`src/rtl/talker_mixer.sv`:
```
module talker_mixer #(
  parameter int N      = 4,
  parameter int IW     = 16,
  parameter int OW     = 14,
  parameter int WIN_LG = 8
)(
  input  logic                   clk,
  input  logic                   rst,
  input  logic                   in_valid,
  input  logic [N*IW-1:0]        in_pcm,
  input  logic [$clog2(N+1)-1:0] talkers,
  input  logic                   loud2,
  output logic                   out_valid,
  output logic [OW-1:0]          out_pcm
);
  localparam int NW   = (N > 1) ? $clog2(N) : 1;
  localparam int AW   = IW + NW;
  localparam int SMAX = AW - OW;
  localparam int OFW  = (SMAX > 0) ? $clog2(SMAX + 1) : 1;
  localparam int CW   = $clog2(N + 1);
  localparam int WSW  = AW + WIN_LG;
  localparam int HALF = 1 << (OW - 2);
  localparam logic signed [AW-1:0] PMAX = AW'((1 << (OW - 1)) - 1);
  localparam logic signed [AW-1:0] NMIN = AW'(-(1 << (OW - 1)));

  logic signed [IW-1:0] smp [N];
  logic        [IW:0]   mag [N];

  for (genvar g = 0; g < N; g++) begin : g_in
    assign smp[g] = in_pcm[g*IW +: IW];
    assign mag[g] = smp[g][IW-1] ? (-{smp[g][IW-1], smp[g]}) : {1'b0, smp[g]};
  end

  logic signed [AW-1:0] full_sum, pair_sum, mix;
  int                   i1, i2;
  logic                 h1, h2;
  logic [CW-1:0]        keff;
  int                   lg;
  logic [OFW-1:0]       cap;

  always_comb begin
    full_sum = '0;
    for (int i = 0; i < N; i++)
      if (i < int'(talkers)) full_sum = full_sum + AW'(smp[i]);
    h1 = 1'b0;
    i1 = 0;
    for (int i = 0; i < N; i++)
      if (i < int'(talkers) && (!h1 || mag[i] > mag[i1])) begin
        h1 = 1'b1;
        i1 = i;
      end
    h2 = 1'b0;
    i2 = 0;
    for (int i = 0; i < N; i++)
      if (i < int'(talkers) && i != i1 && (!h2 || mag[i] > mag[i2])) begin
        h2 = 1'b1;
        i2 = i;
      end
    pair_sum = (h1 ? AW'(smp[i1]) : '0) + (h2 ? AW'(smp[i2]) : '0);
    mix = loud2 ? pair_sum : full_sum;
    keff = (talkers > CW'(N)) ? CW'(N) : talkers;
    if (loud2 && keff > CW'(2)) keff = CW'(2);
    if (keff == '0) keff = CW'(1);
    lg = 0;
    for (int j = 0; j <= NW; j++)
      if ((1 << j) < int'(keff)) lg = j + 1;
    cap = OFW'(IW - OW + lg);
  end

  logic                 v1_q;
  logic signed [AW-1:0] sum_q;
  logic [OFW-1:0]       cap_q;
  logic [OFW-1:0]       off_q;
  logic [WSW-1:0]       wsum;
  logic [WIN_LG-1:0]    wcnt;

  logic [OFW-1:0]       s_eff;
  logic signed [AW-1:0] shifted;
  logic [OW-1:0]        sat;
  logic [AW-1:0]        absq;
  logic [WSW-1:0]       tot, avg;
  logic [OFW-1:0]       pick;

  assign s_eff   = (off_q < cap_q) ? off_q : cap_q;
  assign shifted = sum_q >>> s_eff;
  assign sat     = (shifted > PMAX) ? PMAX[OW-1:0] :
                   (shifted < NMIN) ? NMIN[OW-1:0] : shifted[OW-1:0];
  assign absq    = sum_q[AW-1] ? -sum_q : sum_q;
  assign tot     = wsum + WSW'(absq);
  assign avg     = tot >> WIN_LG;

  always_comb begin
    pick = OFW'(SMAX);
    for (int s = SMAX; s >= 0; s--)
      if ((avg >> s) < WSW'(HALF)) pick = OFW'(s);
  end

  always_ff @(posedge clk) begin
    if (rst) begin
      v1_q      <= 1'b0;
      sum_q     <= '0;
      cap_q     <= '0;
      out_valid <= 1'b0;
      out_pcm   <= '0;
    end else begin
      v1_q      <= in_valid;
      out_valid <= v1_q;
      if (in_valid) begin
        sum_q <= mix;
        cap_q <= cap;
      end
      if (v1_q) out_pcm <= sat;
    end
  end

  always_ff @(posedge clk) begin
    if (rst) begin
      wsum  <= '0;
      wcnt  <= '0;
      off_q <= OFW'(SMAX);
    end else if (v1_q) begin
      if (&wcnt) begin
        off_q <= pick;
        wsum  <= '0;
        wcnt  <= '0;
      end else begin
        wsum <= tot;
        wcnt <= wcnt + 1'b1;
      end
    end
  end
endmodule

```
`config.mk`:
```
export PLATFORM = sky130hd
export DESIGN_NAME = talker_mixer
export DESIGN_NICKNAME = d
export VERILOG_FILES = /design/src/rtl/talker_mixer.sv
export SDC_FILE = /design/constraint.sdc
export NUM_CORES = 1
export LEC_CHECK = 0
export BUFFER_PORTS_ARGS = -buffer_cell sky130_fd_sc_hd__buf_4
export CAP_MARGIN = 25
export CELL_PAD_IN_SITES_DETAIL_PLACEMENT = 0
export CELL_PAD_IN_SITES_GLOBAL_PLACEMENT = 1
export CORE_ASPECT_RATIO = 0.9
export CORE_MARGIN = 2
export CORE_UTILIZATION = 51
export CTS_BUF_LIST = sky130_fd_sc_hd__clkbuf_4 sky130_fd_sc_hd__clkbuf_8
export DETAILED_ROUTE_END_ITERATION = 10
export GPL_TIMING_DRIVEN = 0
export MAX_ROUTING_LAYER = met4
export PLACE_DENSITY = 0.95
export SETUP_SLACK_MARGIN = 0.3
export SYNTH_ARGS = -nofsm -noshare
export SYNTH_HDL_FRONTEND = slang
export SYNTH_SLANG_ARGS = --single-unit
export TNS_END_PERCENT = 20
```
`constraint.sdc`:
```
create_clock -name clk -period 25.4 [get_ports clk]
set_input_delay 1.27 -clock clk [delete_from_list [all_inputs] [get_ports clk]]
set_output_delay 1.27 -clock clk [all_outputs]
set_load 0.005 [all_outputs]
```
* Word level (Yosys, flattened, before mapping) *
Index checks and enable logic that the tools add are counted.

operators by class
  $add $sub $neg = 12
  order comparisons = 27
  equality and inequality tests = 3
  shift operators = 1
  mux-type cells = 59
  bitwise gates (word level) = 6
  reduce and logical (&&, ||, !) cells = 27

operator list
  operator                                                                           number
  17-bit 2-to-1 mux                                                                  12
  32-bit by 3-bit >= comparator with 1-bit output, second input constant             6
  32-bit NOT                                                                         5
  18-bit 2-to-1 mux                                                                  8
  17-bit binary-select mux with 2-bit select                                         4
  17-bit greater-than comparator                                                     5
  17-bit negator                                                                     4
  16-bit binary-select mux with 2-bit select                                         2
  16-bit 2-to-1 mux                                                                  4
  18-bit by 16-bit adder with 18-bit output                                          3
  2-bit by 32-bit != test with 1-bit output, first input constant                    1
  2-bit NOT with 32-bit output                                                       1
  32-bit nonzero test                                                                1
  3-bit 2-to-1 mux                                                                   10
  14-bit 2-to-1 mux                                                                  2
  26-bit by 18-bit adder with 26-bit output                                          1
  26-bit 2-to-1 mux                                                                  1
  18-bit adder                                                                       1
  18-bit by 14-bit greater-than comparator with 1-bit output, second input constant  1
  18-bit by 13-bit < comparator with 1-bit output, second input constant             1
  18-bit by 14-bit < comparator with 1-bit output, second input constant             1
  18-bit negator                                                                     1
  18-bit by 3-bit >>> shifter with 18-bit output                                     1
  17-bit by 13-bit < comparator with 1-bit output, second input constant             1
  20 further kinds                                                                   58

storage, ports and cells
  flip-flop bits (word level) = 74
  input bits = 71
  output and inout port bits = 15
  logic and storage cells = 143

* Logic depth before layout (Yosys ltp) *
  depth in word-level cells = 52
  depth in mapped cells = 75
  gate-level depth less buffers = 67

* Worst setup path before layout *
No wires, ideal clock.

  kind = input to register
  from = input port in_pcm[20]
  to = register sum_q[15]
  library setup time = 0.074 ns
  arrival time = 14.499 ns
  required time = 25.326 ns
  setup slack = 10.827 ns
  stages = 71
  path buffers = 9
  cell sequence = clkbuf_1 -> nor4_1 -> nand3_1 -> or4_1 -> o21ai_0 -> xor2_1 -> inv_1 -> ha_1 -> a21o_1 -> a21o_1 -> a21oi_1 -> o21ai_0 -> o21ai_0 -> nand2b_1 -> buf_2 -> buf_2 -> nand2_1 -> o21ai_1 -> (+35 left out) -> o21a_1 -> o221ai_1 -> nand4b_1 -> nand4_1 -> clkbuf_1 -> o22ai_1 -> nor3_1 -> ha_1 -> a21o_1 -> a21o_1 -> a2111oi_0 -> o21ai_0 -> a31oi_1 -> o21bai_1 -> a21oi_1 -> xnor2_1 -> o221ai_1 -> a31oi_1

on the way
  cells in the longest elaborated chain, start to end = 52
  elaborated cells between the ends (all ways) = 79

ends and longest elaborated chain
  item                                                  RTL line  RTL
  start, declared                                       10        input logic [N*IW-1:0] in_pcm,
  17-bit negator                                        31        assign mag[g] = smp[g][IW-1] ? (-{smp[g][IW-1], smp[g]}) : {1'b0, smp[g]};
  17-bit 2-to-1 mux                                     31
  17-bit greater-than comparator                        48, 55
  1-bit logical OR                                      48        if (i < int'(talkers) && (!h1 || mag[i] > mag[i1])) begin
  1-bit logical AND                                     48
  1-bit 2-to-1 mux                                      48
  32-bit NOT (not written as such)                      48
  17-bit binary-select mux with 2-bit select            48
  (+35 left out)                                        --
  1-bit logical AND                                     55        if (i < int'(talkers) && i != i1 && (!h2 || mag[i] > mag[i2])) begin
  2-bit 2-to-1 mux                                      55
  32-bit NOT (not written as such)                      59        pair_sum = (h1 ? AW'(smp[i1]) : '0) + (h2 ? AW'(smp[i2]) : '0);
  16-bit binary-select mux with 2-bit select            59
  16-bit 2-to-1 mux (not written as such) (2 in a row)  59
  18-bit 2-to-1 mux                                     59
  18-bit adder                                          59
  18-bit 2-to-1 mux (*)                                 60        mix = loud2 ? pair_sum : full_sum;
  end signal, assigned                                  109       sum_q <= mix;
  end, declared                                         71        logic signed [AW-1:0] sum_q;

Every way passes the cells marked *; elsewhere a longest branch is shown, timed or not. The select of a mux whose other input is x is not followed.
A chain may end at the register's enable or synchronous reset.

* Worst setup path after layout *
Same ends and word-level chain as after synthesis.

==> flow_summary.yaml <==
critical_path:
  critPathCaptureType: "flip-flop"
  path_common_cell: "a21oi_1"
  cp-endpoint: "sum_q[15]$_SDFFE_PP0P_"
  path_buf_inv: 12
  crit_fanout: 10
  cp.depth: 72
  r2r-end: "off_q[2]$_SDFFE_PP1P_"
  r2r-start: "sum_q[1]$_SDFFE_PP0P_"
  critPathLaunchType: "input pin"
  critPathKind: "input pin to flip-flop"
  r2r_cells: 16
  cp_slowest_cell: "a2111oi_0"
  crit_required_ns: 25.71
  startpoint: "in_pcm[20]"
  crit_family: "compound AO/OA/AOI/OAI gates"
  max_stage_delay_ns: 0.62
  worstPathArrival_ns: 17.97
  r2r_slack_ns: 21.17
floorplan:
  placementRows: 56
  start_util: 0.517
  coreArea_um2: 26000
  dieArea_um2: 27700
  die_x_um: 175
  die_y_um: 158
  boundaryPins: 86
synthesis:
  ys_seq_area_frac: 0.110
  synth_seq_cells: 74
  syn_area_um2: 13400
  ys_types: 88
  synthCells: 1807
  synth_flop_cell: "dfxtp_1"
  avgSynthCellArea_um2: 7.44
  async_flop_share: 0
  synth_edf_count: 0
  ys_warn_count: 0
sta:
  setup_tns_ns: 0
  relSlewSlack: 0.377
  worst_hold_slack_ns: 0.478
  rsz0062_at_grt: "false"
  hold_violations: 0
  skew_ns: 0.0204
  period_share: 0.695
  fmax_mhz: 56.6
  worst_pin_slew_ns: 0.934
  finalSetupViolCount: 0
  period_needed_ns: 17.66
  slew_violations: 0
run:
  maxCapViolations: 0
route:
  drt_iter0_markers: 1269
  vias: 14200
  wl_per_cell_um: 21.6
  drc_errors: 0
  dr.pass1.iters: 6
  drtAntennaViolNets: 0
  totalWireLength_mm: 48.9
  route.detailed.vias_per_inst: 6.30
power:
  power_density_nw_per_um2: 66.3
  ir_drop_uv: 27.8
  p_leak_nw: 6.63
cts:
  cts_tree: "done"
  cts-htree-levels: 3
  cts_buffers: 9
  ctsResizeCount: 0
  cts_buffer_depth: 2
  cts_hold_buffers: 0
  clk_latency_ns: 0.38
  post_cts_buffers: 0
  clk_pin_slew_worst_paths_ns: 0.08
  clkSinkCount: 74
  cts_root_buf: "clkbuf_8"
cells_and_area:
  fin_cells: 2259
  seqCellArea_um2: 1480
  synthToLayoutAreaGrowth_pct: 9.39
  drive_gt1_frac: 0.0916
  fillers: 2552
  multi_input_area_um2: 11300
  final_cell_area_um2: 14700
  utilization: 0.565
  nNetsFinal: 2159
run_status:
  status: "complete, no violations"
place:
  gp_congestion: 1.04
  dp_hpwl_mm: 40.4
  dp_cells: 2243
  port-buffer-count: 80
  dpl-instance-area_um2: 14500
global_route:
  antenna_found_initial: 1
  grt_pass1_vias: 13300
  grt_util_all_layers: 0.360
  grt_pass1_wl_mm: 74.6
  grt_max_degree: 13
  grt_overflow: 0
hold_path:
  worst_hold_path_type: "flip-flop to flip-flop"
[Yosys cell counts (25+ instances only)]
master / count / area (µm²)
a31oi_1: 27 / 169
a21o_1: 60 / 450
clkbuf_1: 63 / 236
dfxtp_1: 74 / 1480
xor2_1: 54 / 473
nand3_1: 42 / 210
nor2b_1: 28 / 175
a21oi_1: 131 / 656
nor2_1: 196 / 736
ha_1: 177 / 2210
inv_1: 77 / 289
o21ai_0: 99 / 495
mux2i_1: 75 / 751
o21ai_1: 25 / 125
xnor2_1: 93 / 815
nand2b_1: 38 / 238
nand4_1: 26 / 163
nand2_1: 144 / 541
nor3_1: 31 / 155
[final cells by class]
type	instances	share of cell area
sequential	74	0.101
timing repair buffer	80	0.0409
buffer	91	0.0277
inverter	79	0.0202
tap	348	0.0296
multi-input combinational	1571	0.768
antenna	1	0.000170
clock inverter	5	0.00375
clock buffer	10	0.00936
[per-stage QoR]
step                      power, mW  setup WS (ns)
after global routing           1.06           6.53
final                         0.975           7.74
after detailed placement      0.863           7.71
after floorplan               0.682          10.83
after CTS                     0.959           8.03
after global placement        0.851           7.70
[logic make-up (layout without fill, tap and decap cells)]
family	after synthesis	in the layout	share of synthesized area
buffers and inverters	170	265	0.0523
adder cells (fa/ha/maj)	182	182	0.172
AND/OR/NAND/NOR	582	582	0.207
multiplexers	98	98	0.0864
flip-flops	74	74	0.110
XOR/XNOR	147	147	0.0958
AO/OA/AOI/OAI	552	552	0.275
other	2	11	0.000559
[layer usage]
metal | share of wire | GRT usage | vias up
met5 | 0 | - | -
met4 | 0.036 | 0.115 | 0
met3 | 0.11 | 0.0778 | 114
met2 | 0.43 | 0.554 | 650
met1 | 0.43 | 0.471 | 6644
li1 | - | - | 6813
[worst min-delay path: cells and delay by family (launching register included)]
family          cells  cell delay [ns]
flops               1             0.32
simple gates        1             0.06
compound gates      1             0.05
[cell usage in the layout, fill, tap and decap left out, types with 7 or more instances in the layout]
master	Yosys	routed
nor2_1	196	196
o21ai_0	99	99
buf_2	12	12
and2_1	20	20
o211a_1	9	9
a211oi_1	13	13
mux2_2	8	8
a31oi_1	27	27
nor3_1	31	31
o22ai_1	19	19
nand2_1	144	144
o41ai_1	12	12
a22oi_1	12	12
or3_1	7	7
mux2i_1	75	75
o21bai_1	10	10
ha_1	177	177
a21oi_1	131	131
o221ai_1	17	17
o211ai_1	15	15
nand2b_1	38	38
buf_4	5	85
nand3_1	42	42
o31ai_1	23	23
dfxtp_1	74	74
mux4_2	10	10
xnor2_1	93	93
conb_1	2	10
and3_1	14	14
o21ai_1	25	25
buf_1	8	8
and4_1	9	9
nor2b_1	28	28
clkbuf_1	63	63
inv_1	77	77
o21a_1	18	18
clkbuf_8	0	10
nand4_1	26	26
xor2_1	54	54
a21o_1	60	60
[worst min-delay path by stage]
stage / startpoint / endpoint / depth (start not counted)
2_1_floorplan: wsum[12]$_SDFFE_PP0P_ / wsum[12]$_SDFFE_PP0P_ / 2
4_1_cts: wsum[0]$_SDFFE_PP0P_ / wsum[0]$_SDFFE_PP0P_ / 2
6_report: wsum[12]$_SDFFE_PP0P_ / wsum[12]$_SDFFE_PP0P_ / 2
3_3_place_gp: wsum[2]$_SDFFE_PP0P_ / wsum[2]$_SDFFE_PP0P_ / 2
3_5_place_dp: out_pcm[11]$_SDFFE_PP0P_ / out_pcm[11]$_SDFFE_PP0P_ / 1
5_1_grt: wsum[12]$_SDFFE_PP0P_ / wsum[12]$_SDFFE_PP0P_ / 2
[state kept, by name, indices dropped and copies added, names as in the netlist]
signal	flops
wsum	26
out_pcm	14
out_valid	1
cap_q	3
off_q	3
v1_q	1
wcnt	8
sum_q	18
[where the power goes]
| part | internal [mW] | switching, mW |
|---|---|---|
| sequential | 0.130 | 0.0130 |
| combinational | 0.301 | 0.436 |
| clock | 0.0472 | 0.0478 |
| total | 0.478 | 0.496 |
Power figures use the tool's default switching activity.
